`src/rtl/ow_pkg.sv`:
```
package ow_pkg;

    localparam int US_W = 16;
    localparam int NPH  = 4;

    typedef enum logic [2:0] {
        OP_RST   = 3'd0,
        OP_WBIT  = 3'd1,
        OP_RBIT  = 3'd2,
        OP_WBYTE = 3'd3,
        OP_RBYTE = 3'd4
    } op_e;

    typedef enum logic [1:0] {
        SK_RST = 2'd0,
        SK_W1  = 2'd1,
        SK_W0  = 2'd2,
        SK_RD  = 2'd3
    } slot_e;

    typedef struct packed {
        logic [US_W-1:0] a, b, c, d, e, f, g, h, i, j;
    } timing_t;

    typedef struct packed {
        logic            low;
        logic            smp;
        logic [US_W-1:0] dur;
    } phase_t;

    function automatic timing_t timing_for(input logic od);
        timing_t t;
        if (od) begin
            t.a = 16'd1;  t.b = 16'd7;  t.c = 16'd7;  t.d = 16'd2;  t.e = 16'd1;
            t.f = 16'd7;  t.g = 16'd2;  t.h = 16'd70; t.i = 16'd8;  t.j = 16'd40;
        end else begin
            t.a = 16'd6;  t.b = 16'd64; t.c = 16'd60; t.d = 16'd10; t.e = 16'd9;
            t.f = 16'd55; t.g = 16'd0;  t.h = 16'd480; t.i = 16'd70; t.j = 16'd410;
        end
        return t;
    endfunction

    function automatic logic op_legal(input logic [2:0] o);
        return (o <= 3'd4);
    endfunction

    // Phase descriptor: line low flag, sample-at-end flag, duration in us.
    function automatic phase_t phase_of(input slot_e k, input timing_t t, input logic [1:0] idx);
        phase_t p;
        p.low = 1'b0;
        p.smp = 1'b0;
        p.dur = '0;
        case (k)
            SK_RST: case (idx)
                2'd0: p.dur = t.g;
                2'd1: begin p.low = 1'b1; p.dur = t.h; end
                2'd2: begin p.smp = 1'b1; p.dur = t.i; end
                default: p.dur = t.j;
            endcase
            SK_W1: case (idx)
                2'd0: begin p.low = 1'b1; p.dur = t.a; end
                2'd1: p.dur = t.b;
                default: p.dur = '0;
            endcase
            SK_W0: case (idx)
                2'd0: begin p.low = 1'b1; p.dur = t.c; end
                2'd1: p.dur = t.d;
                default: p.dur = '0;
            endcase
            default: case (idx)
                2'd0: begin p.low = 1'b1; p.dur = t.a; end
                2'd1: begin p.smp = 1'b1; p.dur = t.e; end
                2'd2: p.dur = t.f;
                default: p.dur = '0;
            endcase
        endcase
        return p;
    endfunction

    // First phase at or after 'from' with a nonzero duration; 4 means none.
    function automatic logic [2:0] next_ph(input slot_e k, input timing_t t, input logic [2:0] from);
        logic [2:0] r;
        r = 3'd4;
        for (int n = NPH - 1; n >= 0; n--) begin
            if (3'(n) >= from && phase_of(k, t, 2'(n)).dur != '0)
                r = 3'(n);
        end
        return r;
    endfunction

endpackage

```
`src/rtl/ow_sync2.sv`:
```
module ow_sync2 (
    input  logic clk,
    input  logic rst,
    input  logic d,
    output logic q
);
    logic s1, s2;

    always_ff @(posedge clk) begin
        if (rst) begin
            s1 <= 1'b1;
            s2 <= 1'b1;
        end else begin
            s1 <= d;
            s2 <= s1;
        end
    end

    assign q = s2;
endmodule

```
`src/rtl/ow_us_tick.sv`:
```
module ow_us_tick #(
    parameter int CLK_PER_US = 50
) (
    input  logic clk,
    input  logic rst,
    input  logic clr,
    output logic tick
);
    localparam int DW = (CLK_PER_US > 1) ? $clog2(CLK_PER_US) : 1;
    localparam logic [DW-1:0] LAST = DW'(CLK_PER_US - 1);

    logic [DW-1:0] cnt;

    always_ff @(posedge clk) begin
        if (rst || clr)
            cnt <= '0;
        else if (cnt == LAST)
            cnt <= '0;
        else
            cnt <= cnt + 1'b1;
    end

    assign tick = (cnt == LAST);

    // ticks are spaced one microsecond apart
    p_tick_gap_r1: assert property (@(posedge clk) disable iff (rst)
        (CLK_PER_US > 1 && tick && !clr) |=> !tick);
endmodule

```
`src/rtl/ow_slot_engine.sv`:
```
module ow_slot_engine
    import ow_pkg::*;
#(
    parameter int CLK_PER_US = 50
) (
    input  logic    clk,
    input  logic    rst,
    input  logic    go,
    input  slot_e   kind_i,
    input  timing_t tim_i,
    input  logic    line_s,
    output logic    oe,
    output logic    fin,
    output logic    bit_o
);
    logic            act;
    logic [1:0]      ph;
    slot_e           kind_q;
    timing_t         tim_q;
    logic [US_W-1:0] us_cnt;
    logic            bit_q;
    logic            fin_q;
    logic            tick;
    logic            tclr;
    logic            phase_end;
    phase_t          cur;
    logic [2:0]      first_ph;
    logic [2:0]      nxt_ph;

    assign cur       = phase_of(kind_q, tim_q, ph);
    assign first_ph  = next_ph(kind_i, tim_i, 3'd0);
    assign nxt_ph    = next_ph(kind_q, tim_q, {1'b0, ph} + 3'd1);
    assign phase_end = act && tick && (us_cnt == cur.dur - 16'd1);
    assign tclr      = go || phase_end;

    ow_us_tick #(.CLK_PER_US(CLK_PER_US)) u_tick (
        .clk  (clk),
        .rst  (rst),
        .clr  (tclr),
        .tick (tick)
    );

    always_ff @(posedge clk) begin
        if (rst) begin
            act    <= 1'b0;
            ph     <= '0;
            kind_q <= SK_RST;
            tim_q  <= '0;
            us_cnt <= '0;
            bit_q  <= 1'b1;
            fin_q  <= 1'b0;
        end else begin
            fin_q <= 1'b0;
            if (go) begin
                kind_q <= kind_i;
                tim_q  <= tim_i;
                us_cnt <= '0;
                bit_q  <= 1'b1;
                if (first_ph[2]) begin
                    fin_q <= 1'b1;
                end else begin
                    act <= 1'b1;
                    ph  <= first_ph[1:0];
                end
            end else if (act) begin
                if (phase_end) begin
                    if (cur.smp)
                        bit_q <= line_s;
                    us_cnt <= '0;
                    if (nxt_ph[2]) begin
                        act   <= 1'b0;
                        fin_q <= 1'b1;
                    end else begin
                        ph <= nxt_ph[1:0];
                    end
                end else if (tick) begin
                    us_cnt <= us_cnt + 16'd1;
                end
            end
        end
    end

    assign oe    = act && cur.low;
    assign fin   = fin_q;
    assign bit_o = bit_q;

    // the microsecond count never reaches the current interval length
    p_us_bound_r3: assert property (@(posedge clk) disable iff (rst)
        act |-> (us_cnt < cur.dur));

    // a launched slot is active or finished on the next cycle
    p_go_starts_r1: assert property (@(posedge clk) disable iff (rst)
        go |=> (act || fin));
endmodule

```
`src/rtl/ow_master.sv`:
```
module ow_master
    import ow_pkg::*;
#(
    parameter int CLK_PER_US = 50,
    parameter int BYTE_W     = 8,
    parameter int SPD_W      = 8
) (
    input  logic              clk,
    input  logic              rst,
    input  logic              start,
    input  logic [2:0]        op,
    input  logic [BYTE_W-1:0] din,
    input  logic              spd_wr,
    input  logic [SPD_W-1:0]  spd_val,
    output logic              busy,
    output logic              done,
    output logic [BYTE_W-1:0] dout,
    output logic              presence,
    output logic              ow_oe,
    input  logic              ow_in
);
    localparam int IDX_W = (BYTE_W > 1) ? $clog2(BYTE_W) : 1;
    localparam logic [IDX_W-1:0] LAST_IDX = IDX_W'(BYTE_W - 1);

    logic              busy_q, done_q, go_q, spd_q, pres_q;
    logic [2:0]        op_q;
    logic [BYTE_W-1:0] sh_q, dout_q, sh_next;
    logic [IDX_W-1:0]  idx_q;
    timing_t           tim_q;
    slot_e             kind;
    logic              line_s, fin, slot_bit;
    logic              is_read, is_multi;

    ow_sync2 u_sync (
        .clk (clk),
        .rst (rst),
        .d   (ow_in),
        .q   (line_s)
    );

    assign is_read  = (op_q == OP_RBIT) || (op_q == OP_RBYTE);
    assign is_multi = (op_q == OP_WBYTE) || (op_q == OP_RBYTE);

    always_comb begin
        if (op_q == OP_RST)
            kind = SK_RST;
        else if (is_read)
            kind = SK_RD;
        else if (sh_q[0])
            kind = SK_W1;
        else
            kind = SK_W0;
    end

    always_comb begin
        if (is_read)
            sh_next = {slot_bit, sh_q[BYTE_W-1:1]};
        else
            sh_next = {1'b0, sh_q[BYTE_W-1:1]};
    end

    ow_slot_engine #(.CLK_PER_US(CLK_PER_US)) u_slot (
        .clk    (clk),
        .rst    (rst),
        .go     (go_q),
        .kind_i (kind),
        .tim_i  (tim_q),
        .line_s (line_s),
        .oe     (ow_oe),
        .fin    (fin),
        .bit_o  (slot_bit)
    );

    always_ff @(posedge clk) begin
        if (rst) begin
            busy_q <= 1'b0;
            done_q <= 1'b0;
            go_q   <= 1'b0;
            spd_q  <= 1'b0;
            pres_q <= 1'b0;
            op_q   <= 3'd0;
            sh_q   <= '0;
            dout_q <= '0;
            idx_q  <= '0;
            tim_q  <= '0;
        end else begin
            done_q <= 1'b0;
            go_q   <= 1'b0;
            if (spd_wr && !busy_q)
                spd_q <= |spd_val;
            if (!busy_q) begin
                if (start && op_legal(op)) begin
                    busy_q <= 1'b1;
                    op_q   <= op;
                    sh_q   <= din;
                    idx_q  <= '0;
                    tim_q  <= timing_for(spd_q);
                    go_q   <= 1'b1;
                end
            end else if (fin) begin
                sh_q <= sh_next;
                if (is_multi && idx_q != LAST_IDX) begin
                    idx_q <= idx_q + 1'b1;
                    go_q  <= 1'b1;
                end else begin
                    busy_q <= 1'b0;
                    done_q <= 1'b1;
                    if (op_q == OP_RST)
                        pres_q <= ~slot_bit;
                    else if (op_q == OP_RBIT)
                        dout_q <= {{(BYTE_W-1){1'b0}}, slot_bit};
                    else if (op_q == OP_RBYTE)
                        dout_q <= sh_next;
                end
            end
        end
    end

    assign busy     = busy_q;
    assign done     = done_q;
    assign dout     = dout_q;
    assign presence = pres_q;

    // the line is released whenever the block is idle
    p_idle_release_r8: assert property (@(posedge clk) disable iff (rst)
        !busy_q |-> !ow_oe);

    // done lasts a single clock
    p_done_pulse_r9: assert property (@(posedge clk) disable iff (rst)
        done_q |=> !done_q);

    // busy is already low when done is reported
    p_done_idle_r9: assert property (@(posedge clk) disable iff (rst)
        done_q |-> !busy_q);

    // the speed selection holds for the whole transaction
    p_speed_hold_r7: assert property (@(posedge clk) disable iff (rst)
        (busy_q && $past(busy_q)) |-> $stable(spd_q));

    // an undefined opcode does not start a transaction
    p_bad_op_r10: assert property (@(posedge clk) disable iff (rst)
        (!busy_q && start && !op_legal(op)) |=> !busy_q);
endmodule

```
`config.mk`:
```
export PLATFORM = sky130hd
export DESIGN_NAME = ow_master
export DESIGN_NICKNAME = d
export VERILOG_FILES = /design/src/rtl/ow_pkg.sv /design/src/rtl/ow_sync2.sv /design/src/rtl/ow_us_tick.sv /design/src/rtl/ow_slot_engine.sv /design/src/rtl/ow_master.sv
export SDC_FILE = /design/constraint.sdc
export NUM_CORES = 1
export LEC_CHECK = 0
export CAP_MARGIN = 10
export CORE_MARGIN = 3
export CORE_UTILIZATION = 30
export CTS_BUF_LIST = sky130_fd_sc_hd__clkbuf_4 sky130_fd_sc_hd__clkbuf_8
export CTS_CLUSTER_DIAMETER = 150
export DETAILED_ROUTE_END_ITERATION = 6
export PLACE_DENSITY = 0.43
export SETUP_SLACK_MARGIN = 0.1
export SYNTH_ARGS = -nofsm -noshare
export SYNTH_HDL_FRONTEND = slang
export SYNTH_HIERARCHICAL = 1
export SYNTH_SLANG_ARGS = --single-unit
```
`constraint.sdc`:
```
create_clock -name clk -period 5.5 [get_ports clk]
set_input_delay 0.55 -clock clk [delete_from_list [all_inputs] [get_ports clk]]
set_output_delay 0.55 -clock clk [all_outputs]
set_load 0.005 [all_outputs]
```
==> results.py, run 1 <==
metrics = {
    "setup_path": {
        "crit_arrival_ps": 5150,
        "worstSetupPathType": "flop to flop",
        "r2r_slack_ps": 780,
        "cp_max_fo": 20,
        "r2r_cells": 11,
        "crit_path_end_kind": "flop",
        "startpoint_type": "flop",
        "required_ps": 5930,
    },
    "floorplan": {
        "rows": 69,
        "die_w_um": 199,
        "pin_count": 36,
        "core_area_mm2": 0.0361,
        "start_util": 0.309,
        "dieArea_mm2": 0.0395,
        "die_y_um": 199,
    },
    "global_routing": {
        "antenna_found_initial": 0,
        "met3_usage": 0.0303,
        "top_usage_layer": "met2",
        "track_usage": 0.158,
        "grt_pass1_wl_um": 49500,
        "grt_max_degree": 92,
        "grt-ovfl-total": 0,
        "grt_pass1_vias": 8621,
        "met2_usage": 0.255,
        "use_met1": 0.218,
    },
    "clocking": {
        "path_clk_slew_ps": 50,
        "post_cts_buffers": 0,
        "cts-resized-gates": 0,
        "clock_latency_ps": 560,
        "clockRootBuffer": "clkbuf_8",
        "cts.sinks": 221,
        "numCtsBuffers": 41,
        "htree_levels": 2,
        "clockBufferDepth": 3,
        "tritoncts": "yes",
        "postCtsHoldBufs": 0,
    },
    "min_path": {
        "min_path_cells": 2,
        "hp-class": "input pin to flop",
    },
    "run": {
        "drv_cap": 0,
    },
    "layout": {
        "nets": 1492,
        "num-fill-cells": 3763,
        "area_growth_syn_to_layout_pct": 21.7,
        "regArea_mm2": 0.00443,
        "final_layout_size_suffix_gt1_frac": 0.0785,
        "multi_input_area_mm2": 0.00722,
        "diodes": 0,
    },
    "placed_design": {
        "portBuffers": 35,
        "hpwlAfterDp_um": 21500,
        "routabilityCongestion": 0.802,
    },
    "yosys": {
        "synth-xor-area-share": 0.0251,
        "synth_most_common_cell": "nor2_1",
        "async_flop_share": 0,
        "synth_mux_area_frac": 0.229,
        "synth_top_family_by_area": "multiplexers",
        "yosysUniqueCellTypes": 79,
        "synth_top_area_cell": "dfxtp_1",
        "synth_area_per_cell_um2": 9.23,
        "synth-simple-area-share": 0.213,
        "synth_cells": 1209,
        "ys_ff_latch": 221,
        "yosys_warnings": 6,
        "yosysSeqAreaShare": 0.397,
        "synthAdderAreaFrac": 0.00673,
        "synth-edff-count": 0,
        "synthTopCellsByArea": "dfxtp_1, mux2i_1, nor2_1",
        "synth_flop_cell": "dfxtp_1",
        "synth_compound_area_frac": 0.0923,
        "yosys-top-cells-count": "nor2_1, mux2i_1, dfxtp_1",
        "synth_top_area_frac": 0.397,
        "syn-cell-area_mm2": 0.0112,
    },
    "outcome": {
        "outcome": "complete, no violations",
    },
    "timing": {
        "fin_crit_sh": 0.858,
        "setup_viol": 0,
        "period_minus_slack_ps": 4720,
        "hold_violations": 0,
        "tns_ps": 0,
        "tightest_slew_ps": 1160,
        "fmax_ghz": 0.212,
        "max_slew_margin": 0.219,
        "rsz0062_at_grt": "false",
        "report.final.slew_viol_count": 0,
        "finClkSkew_ps": 18.2,
    },
    "route": {
        "drt-pass1-iter-count": 5,
        "wl_um": 31200,
        "drt_iter0_drc": 427,
        "wl_per_cell_um": 16.0,
        "detail-route-antenna-nets": 0,
        "viasPerCell": 4.58,
        "vias": 8934,
        "drc": 0,
    },
    "power": {
        "power_density_mw_per_mm2": 286,
        "power.total_mw": 3.89,
        "ir_drop_mv": 0.151,
        "p_leak_nw": 5.06,
    },
}
area by class of cell:
type,count,area share
Clock inverter,2,0.000922
Clock buffer,69,0.0626
Timing Repair Buffer,44,0.0318
Inverter,15,0.00415
Sequential cell,221,0.326
Tap cell,461,0.0425
Multi-Input combinational cell,1139,0.532
flip-flops by register name, summed over array words and instances, names as in the netlist, 2 cells and up:
| register | count |
|---|---|
| dout | 8 |
| idx_q | 3 |
| op_q | 3 |
| sh_q | 8 |
| tim_q | 3 |
| u_slot/kind_q | 2 |
| u_slot/ph | 2 |
| u_slot/tim_q | 160 |
| u_slot/u_tick/cnt | 6 |
| u_slot/us_cnt | 16 |
cell families (layout without fill, tap and decap cells):
group / count (synthesis) / after routing
flops: 221 / 221
compound gates: 134 / 134
buf+inv: 90 / 130
other cells: 1 / 242
xor+xnor: 32 / 32
simple gates: 480 / 480
mux: 245 / 245
fa+ha+maj: 6 / 6
worst paths after layout:
check | from | endpoint
min reg2reg | u_sync/s1$_SDFF_PP1_ | u_sync/q$_SDFF_PP1_
max reg2reg | u_slot/ph[1]$_SDFFE_PP0P_ | u_slot/ph[1]$_SDFFE_PP0P_
max | u_slot/ph[1]$_SDFFE_PP0P_ | u_slot/ph[1]$_SDFFE_PP0P_
min | rst | op_q[0]$_SDFFE_PP0P_
report_power, final:
part	switching (mW)	internal, mW	leakage [nW]
Combinational	0.279	0.216	2.81
Sequential	0.0872	1.66	1.80
Clock	0.687	0.965	0.459
placed cells by master (no fill, tap or decap), drive strengths merged, types with 6 or more instances in the layout:
master and count:
or2 6, nand2 34, xor2 16, xnor2 16
a211oi 15, buf 10, dfxtp 221, nor2b 6
conb 242, nand2b 17, a21oi 21, o22ai 21
nor2 244, o21ai 27, nor4 64, ha 6
clkdlybuf4s50 34, inv 15, and3 6, clkbuf 69
mux2i 237, nand3 20, nand3b 6, mux4 8
nor3 18, nand4 24
through the flow:
step                hold slack (ps)  worst slack, ps  std cells  instance area (um^2)  utilization
global route                    312              457       1951                 13600        0.376
CTS                             292              705       1951                 13600        0.376
global placement                417              827       1880                 12700        0.352
detailed placement              410              711       1880                 12700        0.352
finish                          329              780       1951                 13600        0.376
floorplan                       383             1600       1450                 12100            -
worst max-delay path: stages (launching register included):
cell       delay (ps)
dfxtp_1           790
or3b_1            640
o22ai_1           220
a2111oi_2         500
ha_1              400
nand4_4           150
or3_4             430
or4b_1            540
o2bb2ai_2         180
o21ai_4           380
nand2_1           130
a32o_1            230
per-layer routing:
layer	part of all wire	wire length (um)
met1	0.49	15200
met2	0.45	14100
met3	0.039	1210
met4	0.018	565
met5	0	0
No activity file was read; power rests on OpenSTA's default activity.
==> inputs of run 2 (changes only) <==
--- a/config.mk
+++ b/config.mk
@@ -11,9 +11,11 @@
 export CTS_BUF_LIST = sky130_fd_sc_hd__clkbuf_4 sky130_fd_sc_hd__clkbuf_8
 export CTS_CLUSTER_DIAMETER = 150
 export DETAILED_ROUTE_END_ITERATION = 6
+export GPL_TIMING_DRIVEN = 0
 export PLACE_DENSITY = 0.43
 export SETUP_SLACK_MARGIN = 0.1
 export SYNTH_ARGS = -nofsm -noshare
 export SYNTH_HDL_FRONTEND = slang
 export SYNTH_HIERARCHICAL = 1
 export SYNTH_SLANG_ARGS = --single-unit
+export TNS_END_PERCENT = 5
==> results.py, run 2 (synthesis gave the netlist of run 1 again) <==
metrics = {
    "setup_path": {
        "r2r_cells": 20,
        "worstSetupPathType": "flop to flop",
        "crit_arrival_ps": 5500,
        "max_stage_delay_ps": 540,
        "required_ps": 5950,
        "crit_top_cell": "nor2_1",
        "cp_max_fo": 10,
        "crit_path_end_kind": "flop",
        "rr_startpoint": "u_slot/ph[0]$_SDFFE_PP0P_",
        "path_delay_family": "simple AND/OR/NAND/NOR gates",
        "reg2reg_to": "u_slot/u_tick/cnt[3]$_SDFF_PP0_",
        "r2r_slack_ps": 450,
        "slowest_stage": "or4b_1",
        "path_cells": "buf_6, buf_6, buf_4, buf_4, buf_2, mux2i_1, o22ai_1, nor2_1, nand2_1, inv_1, ha_1, nand4_4, or3_4, or4b_1, o2bb2ai_2, nand2b_4, nand2b_1, nor2_1, o21ai_2, nor2_1",
        "cp.depth": 20,
        "path_buf_inv": 6,
        "startpoint_type": "flop",
    },
    "floorplan": {
        "dieArea_mm2": 0.0395,
        "core_area_mm2": 0.0361,
        "die_y_um": 199,
        "start_util": 0.309,
        "pin_count": 36,
        "rows": 69,
        "die_w_um": 199,
    },
    "route": {
        "vias": 9508,
        "wl_met3_um": 1760,
        "top_layer": "met4",
        "wl_per_cell_um": 17.5,
        "detail-route-antenna-nets": 0,
        "wl_met2_um": 16000,
        "wirelength_met1_um": 16900,
        "drt_iter0_drc": 486,
        "viasPerCell": 4.70,
        "wl_um": 35400,
        "drc": 0,
        "drt-pass1-iter-count": 5,
    },
    "min_path": {
        "hold_end": "u_sync/q$_SDFF_PP1_",
        "hp-class": "flop to flop",
        "min_from": "u_sync/s1$_SDFF_PP1_",
        "min_path_cells": 1,
    },
    "layout": {
        "final_layout_size_suffix_gt1_frac": 0.0871,
        "largest_reg_flops": 160,
        "layout_commonest_cell": "nor2_1",
        "diodes": 0,
        "layout_common_cells": "nor2_1, conb_1, mux2i_1",
        "regArea_mm2": 0.00443,
        "regMostFlops": "u_slot/tim_q",
        "fin_area_mm2": 0.0139,
        "reg_top3": "u_slot/tim_q x160, u_slot/us_cnt x16",
        "multi_input_area_mm2": 0.00722,
        "num-fill-cells": 3744,
        "instances_no_fill": 2023,
        "nets": 1561,
        "area_growth_syn_to_layout_pct": 25.1,
    },
    "clocking": {
        "post_cts_buffers": 0,
        "clock_latency_ps": 590,
        "postCtsHoldBufs": 0,
        "cts-resized-gates": 0,
        "path_clk_slew_ps": 50,
        "htree_levels": 2,
        "tritoncts": "yes",
        "numCtsBuffers": 43,
        "clockBufferDepth": 3,
        "cts.sinks": 221,
        "clockRootBuffer": "clkbuf_8",
    },
    "global_routing": {
        "grt-ovfl-total": 0,
        "antenna_found_initial": 0,
        "grt_pass1_wl_um": 54700,
        "grt_pass1_vias": 9228,
        "grt_max_degree": 33,
        "track_usage": 0.181,
    },
    "timing": {
        "hold_violations": 0,
        "period_minus_slack_ps": 5050,
        "report.final.slew_viol_count": 0,
        "fin_crit_sh": 0.918,
        "rsz0062_at_grt": "false",
        "whs_ps": 406,
        "fmax_ghz": 0.198,
        "setup_viol": 0,
        "finClkSkew_ps": 27.1,
        "max_slew_margin": 0.231,
        "tightest_slew_ps": 1150,
        "tns_ps": 0,
    },
    "placed_design": {
        "portBuffers": 35,
        "hpwlAfterDp_um": 26000,
        "routabilityCongestion": 0.853,
        "place_inst": 1947,
        "placed_area_mm2": 0.0130,
    },
    "power": {
        "ir_drop_mv": 0.152,
        "p_leak_nw": 5.23,
        "power_density_mw_per_mm2": 294,
    },
    "outcome": {
        "outcome": "complete, no violations",
    },
    "run": {
        "drv_cap": 0,
    },
}
-- run 2: cell types whose count changed in the layout (fill, tap and decap cells not counted), sizes merged --
cell           change
clkdlybuf4s50      +1
buf               +29
clkbuf            +28
bufinv             +4
clkinv             +7
clkinvlp           +3
-- run 2: layout make-up --
type / instances / share of cell area
clock inverters: 16 / 0.0136
well taps: 461 / 0.0414
plain buffers: 75 / 0.0257
repair buffers: 36 / 0.0266
inverters: 15 / 0.00404
flip-flops and latches: 221 / 0.317
clock buffers: 60 / 0.0538
multi-input cells: 1139 / 0.518
-- run 2: layer usage --
| layer | GRT usage | vias to the layer above |
|---|---|---|
| met1 | 0.244 | 4448 |
| met3 | 0.0361 | 45 |
| met4 | 0.0541 | 0 |
| met5 | 0 | - |
| met2 | 0.294 | 207 |
| li1 | - | 4808 |
-- run 2: how the worst max path moves through the flow --
stage	startpoint	end
floorplan	u_slot/ph[0]$_SDFFE_PP0P_	u_slot/act$_SDFFE_PP0P_
global placement	u_slot/ph[0]$_SDFFE_PP0P_	u_slot/u_tick/cnt[3]$_SDFF_PP0_
detailed placement	u_slot/ph[0]$_SDFFE_PP0P_	u_slot/u_tick/cnt[3]$_SDFF_PP0_
CTS	u_slot/ph[0]$_SDFFE_PP0P_	u_slot/u_tick/cnt[3]$_SDFF_PP0_
global route	u_slot/ph[0]$_SDFFE_PP0P_	u_slot/u_tick/cnt[3]$_SDFF_PP0_
finish	u_slot/ph[0]$_SDFFE_PP0P_	u_slot/u_tick/cnt[3]$_SDFF_PP0_
-- run 2: power by group --
part	internal (mW)	leakage, nW	switching [mW]
sequential	1.66	1.79	0.0617
combinational	0.231	2.95	0.333
clock	1.07	0.489	0.741
-- run 2: through the flow --
stage                     setup slack (ps)  utilization  power [mW]
after global placement                 505        0.360        2.30
after floorplan                       1600            -        2.13
after detailed placement               494        0.360        2.31
after global routing                   223        0.386        4.29
final                                  452        0.386        4.10
after CTS                              478        0.386        4.16
==> inputs of run 3 (changes only) <==
--- a/config.mk
+++ b/config.mk
@@ -6,6 +6,7 @@
 export NUM_CORES = 1
 export LEC_CHECK = 0
 export CAP_MARGIN = 10
+export CORE_ASPECT_RATIO = 2
 export CORE_MARGIN = 3
 export CORE_UTILIZATION = 30
 export CTS_BUF_LIST = sky130_fd_sc_hd__clkbuf_4 sky130_fd_sc_hd__clkbuf_8
==> results.py, run 3 (synthesis gave the netlist of run 1 again) <==
metrics = {
    "outcome": {
        "outcome": "complete, no violations",
    },
    "setup_path": {
        "startpoint_type": "flop",
        "r2r_cells": 20,
        "path_delay_family": "simple AND/OR/NAND/NOR gates",
        "rr_startpoint": "u_slot/ph[0]$_SDFFE_PP0P_",
        "crit_arrival_ps": 5530,
        "r2r_slack_ps": 410,
        "crit_start": "u_slot/ph[0]$_SDFFE_PP0P_",
        "worstSetupPathType": "flop to flop",
        "slowest_stage": "or4b_1",
        "cp_max_fo": 10,
        "reg2reg_to": "u_slot/u_tick/cnt[3]$_SDFF_PP0_",
        "path_buf_inv": 6,
        "required_ps": 5930,
        "crit_path_end_kind": "flop",
        "path_cells": "buf_6, buf_6, buf_4, buf_4, clkbuf_4, mux2i_1, o22ai_1, nor2_2, nand2_1, inv_1, ha_1, nand4_4, or3_4, or4b_1, o2bb2ai_2, nand2b_4, nand2b_1, nor2_1, o21ai_2, nor2_1",
        "max_stage_delay_ps": 560,
    },
    "layout": {
        "layout_common_cells": "nor2_1, conb_1, mux2i_1",
        "reg_top3": "u_slot/tim_q x160, u_slot/us_cnt x16",
        "instances_no_fill": 2007,
        "regMostFlops": "u_slot/tim_q",
        "area_growth_syn_to_layout_pct": 23.5,
        "num-fill-cells": 3826,
        "nets": 1554,
        "layout_commonest_cell": "nor2_1",
        "final_layout_size_suffix_gt1_frac": 0.0818,
        "largest_reg_flops": 160,
    },
    "timing": {
        "tns_ps": 0,
        "tightest_slew_ps": 1110,
        "finClkSkew_ps": 32.6,
        "fin_crit_sh": 0.926,
        "report.final.slew_viol_count": 0,
        "fin_ws_ps": 406,
        "max_slew_margin": 0.259,
        "rsz0062_at_grt": "false",
        "fmax_ghz": 0.196,
        "setup_viol": 0,
        "whs_ps": 407,
        "period_minus_slack_ps": 5090,
        "hold_violations": 0,
    },
    "min_path": {
        "min_from": "u_sync/s1$_SDFF_PP1_",
        "min_path_cells": 1,
        "hp-class": "flop to flop",
        "hold_end": "u_sync/q$_SDFF_PP1_",
    },
    "floorplan": {
        "pin_count": 36,
        "die_y_um": 279,
        "rows": 99,
        "core_area_mm2": 0.0365,
        "start_util": 0.305,
        "dieArea_mm2": 0.0397,
        "die_w_um": 142,
    },
    "clocking": {
        "clockBufferDepth": 3,
        "postCtsHoldBufs": 0,
        "clockRootBuffer": "clkbuf_8",
        "tritoncts": "yes",
        "clock_latency_ps": 570,
        "cts.sinks": 221,
        "htree_levels": 2,
        "path_clk_slew_ps": 60,
        "numCtsBuffers": 37,
    },
    "placed_design": {
        "routabilityCongestion": 0.863,
        "portBuffers": 35,
        "hpwlAfterDp_um": 28900,
        "place_inst": 1939,
        "dp_slack_ps": 170,
    },
    "route": {
        "viasPerCell": 4.75,
        "wl_per_cell_um": 18.9,
        "vias": 9534,
        "drt-pass1-iter-count": 7,
        "drc": 0,
        "detail-route-antenna-nets": 0,
        "wl_um": 38000,
        "drt_iter0_drc": 420,
    },
    "power": {
        "p_leak_nw": 5.16,
        "clkPwrFrac": 0.409,
        "internal_power_mw": 2.74,
        "power_frac_seq": 0.446,
        "power_density_mw_per_mm2": 280,
        "pwr-share-comb": 0.145,
        "power.share.switching": 0.290,
        "p_switching_mw": 1.12,
        "ir_drop_mv": 0.217,
    },
    "global_routing": {
        "track_usage": 0.193,
        "grt_max_degree": 42,
        "grt_pass1_vias": 9551,
        "antenna_found_initial": 1,
        "grt-ovfl-total": 0,
        "grt_pass1_wl_um": 58300,
    },
    "run": {
        "drv_cap": 0,
    },
}
-- run 3: cell types whose count changed in the layout (fill, tap and decap cells not counted), sizes merged --
cell | previous run | this run
buf | 39 | 37
clkinv | 8 | 6
diode | 0 | 1
clkinvlp | 4 | 1
clkbuf | 97 | 96
inv | 15 | 17
bufinv | 4 | 0
-- run 3: worst max-delay path by stage --
stage,endpoint,slack [ps],depth (start not counted)
floorplan,u_slot/act$_SDFFE_PP0P_,1600,18
global placement,u_slot/u_tick/cnt[2]$_SDFF_PP0_,250,20
detailed placement,u_slot/u_tick/cnt[4]$_SDFF_PP0_,170,20
CTS,u_slot/u_tick/cnt[3]$_SDFF_PP0_,150,20
global route,u_slot/u_tick/cnt[3]$_SDFF_PP0_,130,20
finish,u_slot/u_tick/cnt[3]$_SDFF_PP0_,410,20
-- run 3: area by class of cell --
type                       instances  area [um^2]  area share
multi-input combinational       1139         7220       0.524
clock buffer                      58          736      0.0534
clock inverter                     9         55.1     0.00400
inverter                          15         56.3     0.00409
sequential                       221         4430       0.321
tap                              454          568      0.0412
antenna                            1         2.50    0.000182
buffer                            75          362      0.0262
timing repair buffer              35          350      0.0254
-- run 3: metrics by stage --
step                      cell area, um^2   util  total power [mW]
after floorplan                     12100      -              2.13
after CTS                           13800  0.377              3.93
after global routing                13800  0.377              4.06
after detailed placement            13000  0.355              2.32
after global placement              13000  0.355              2.31
final                               13800  0.377              3.86
-- run 3: worst register-to-register path: stages (launching register included) --
cell       delay, ps
dfxtp_1          320
buf_6            110
buf_6            200
buf_4            300
buf_4            310
clkbuf_4         320
mux2i_1          320
o22ai_1          140
nor2_2           250
nand2_1          190
inv_1            110
ha_1             310
nand4_4          160
or3_4            430
or4b_1           560
o2bb2ai_2        190
nand2b_4         180
nand2b_1         240
nor2_1           100
o21ai_2          160
nor2_1            80
-- run 3: power groups by stage --
stage               clock network (mW)  logic, mW  registers [mW]
global placement                     0      0.555            1.76
finish                            1.58      0.560            1.72
floorplan                            0      0.407            1.72
global route                      1.71      0.620            1.73
detailed placement                   0      0.560            1.76
CTS                               1.64      0.562            1.72
-- run 3: routing by layer --
metal	part of all wire	vias up	track usage	wire (um)
li1	-	4784	-	-
met1	0.36	4465	0.195	13500
met2	0.56	191	0.381	21400
met3	0.026	94	0.0231	989
met4	0.053	0	0.0917	2000
met5	0	-	0	0
-- run 3: repair_timing --
| action | CTS | global route |
|---|---|---|
| gates resized for setup | 0 | 2 |
| buffers inserted | 0 | 0 |
| endpoints found under the setup margin | 0 | 8 |
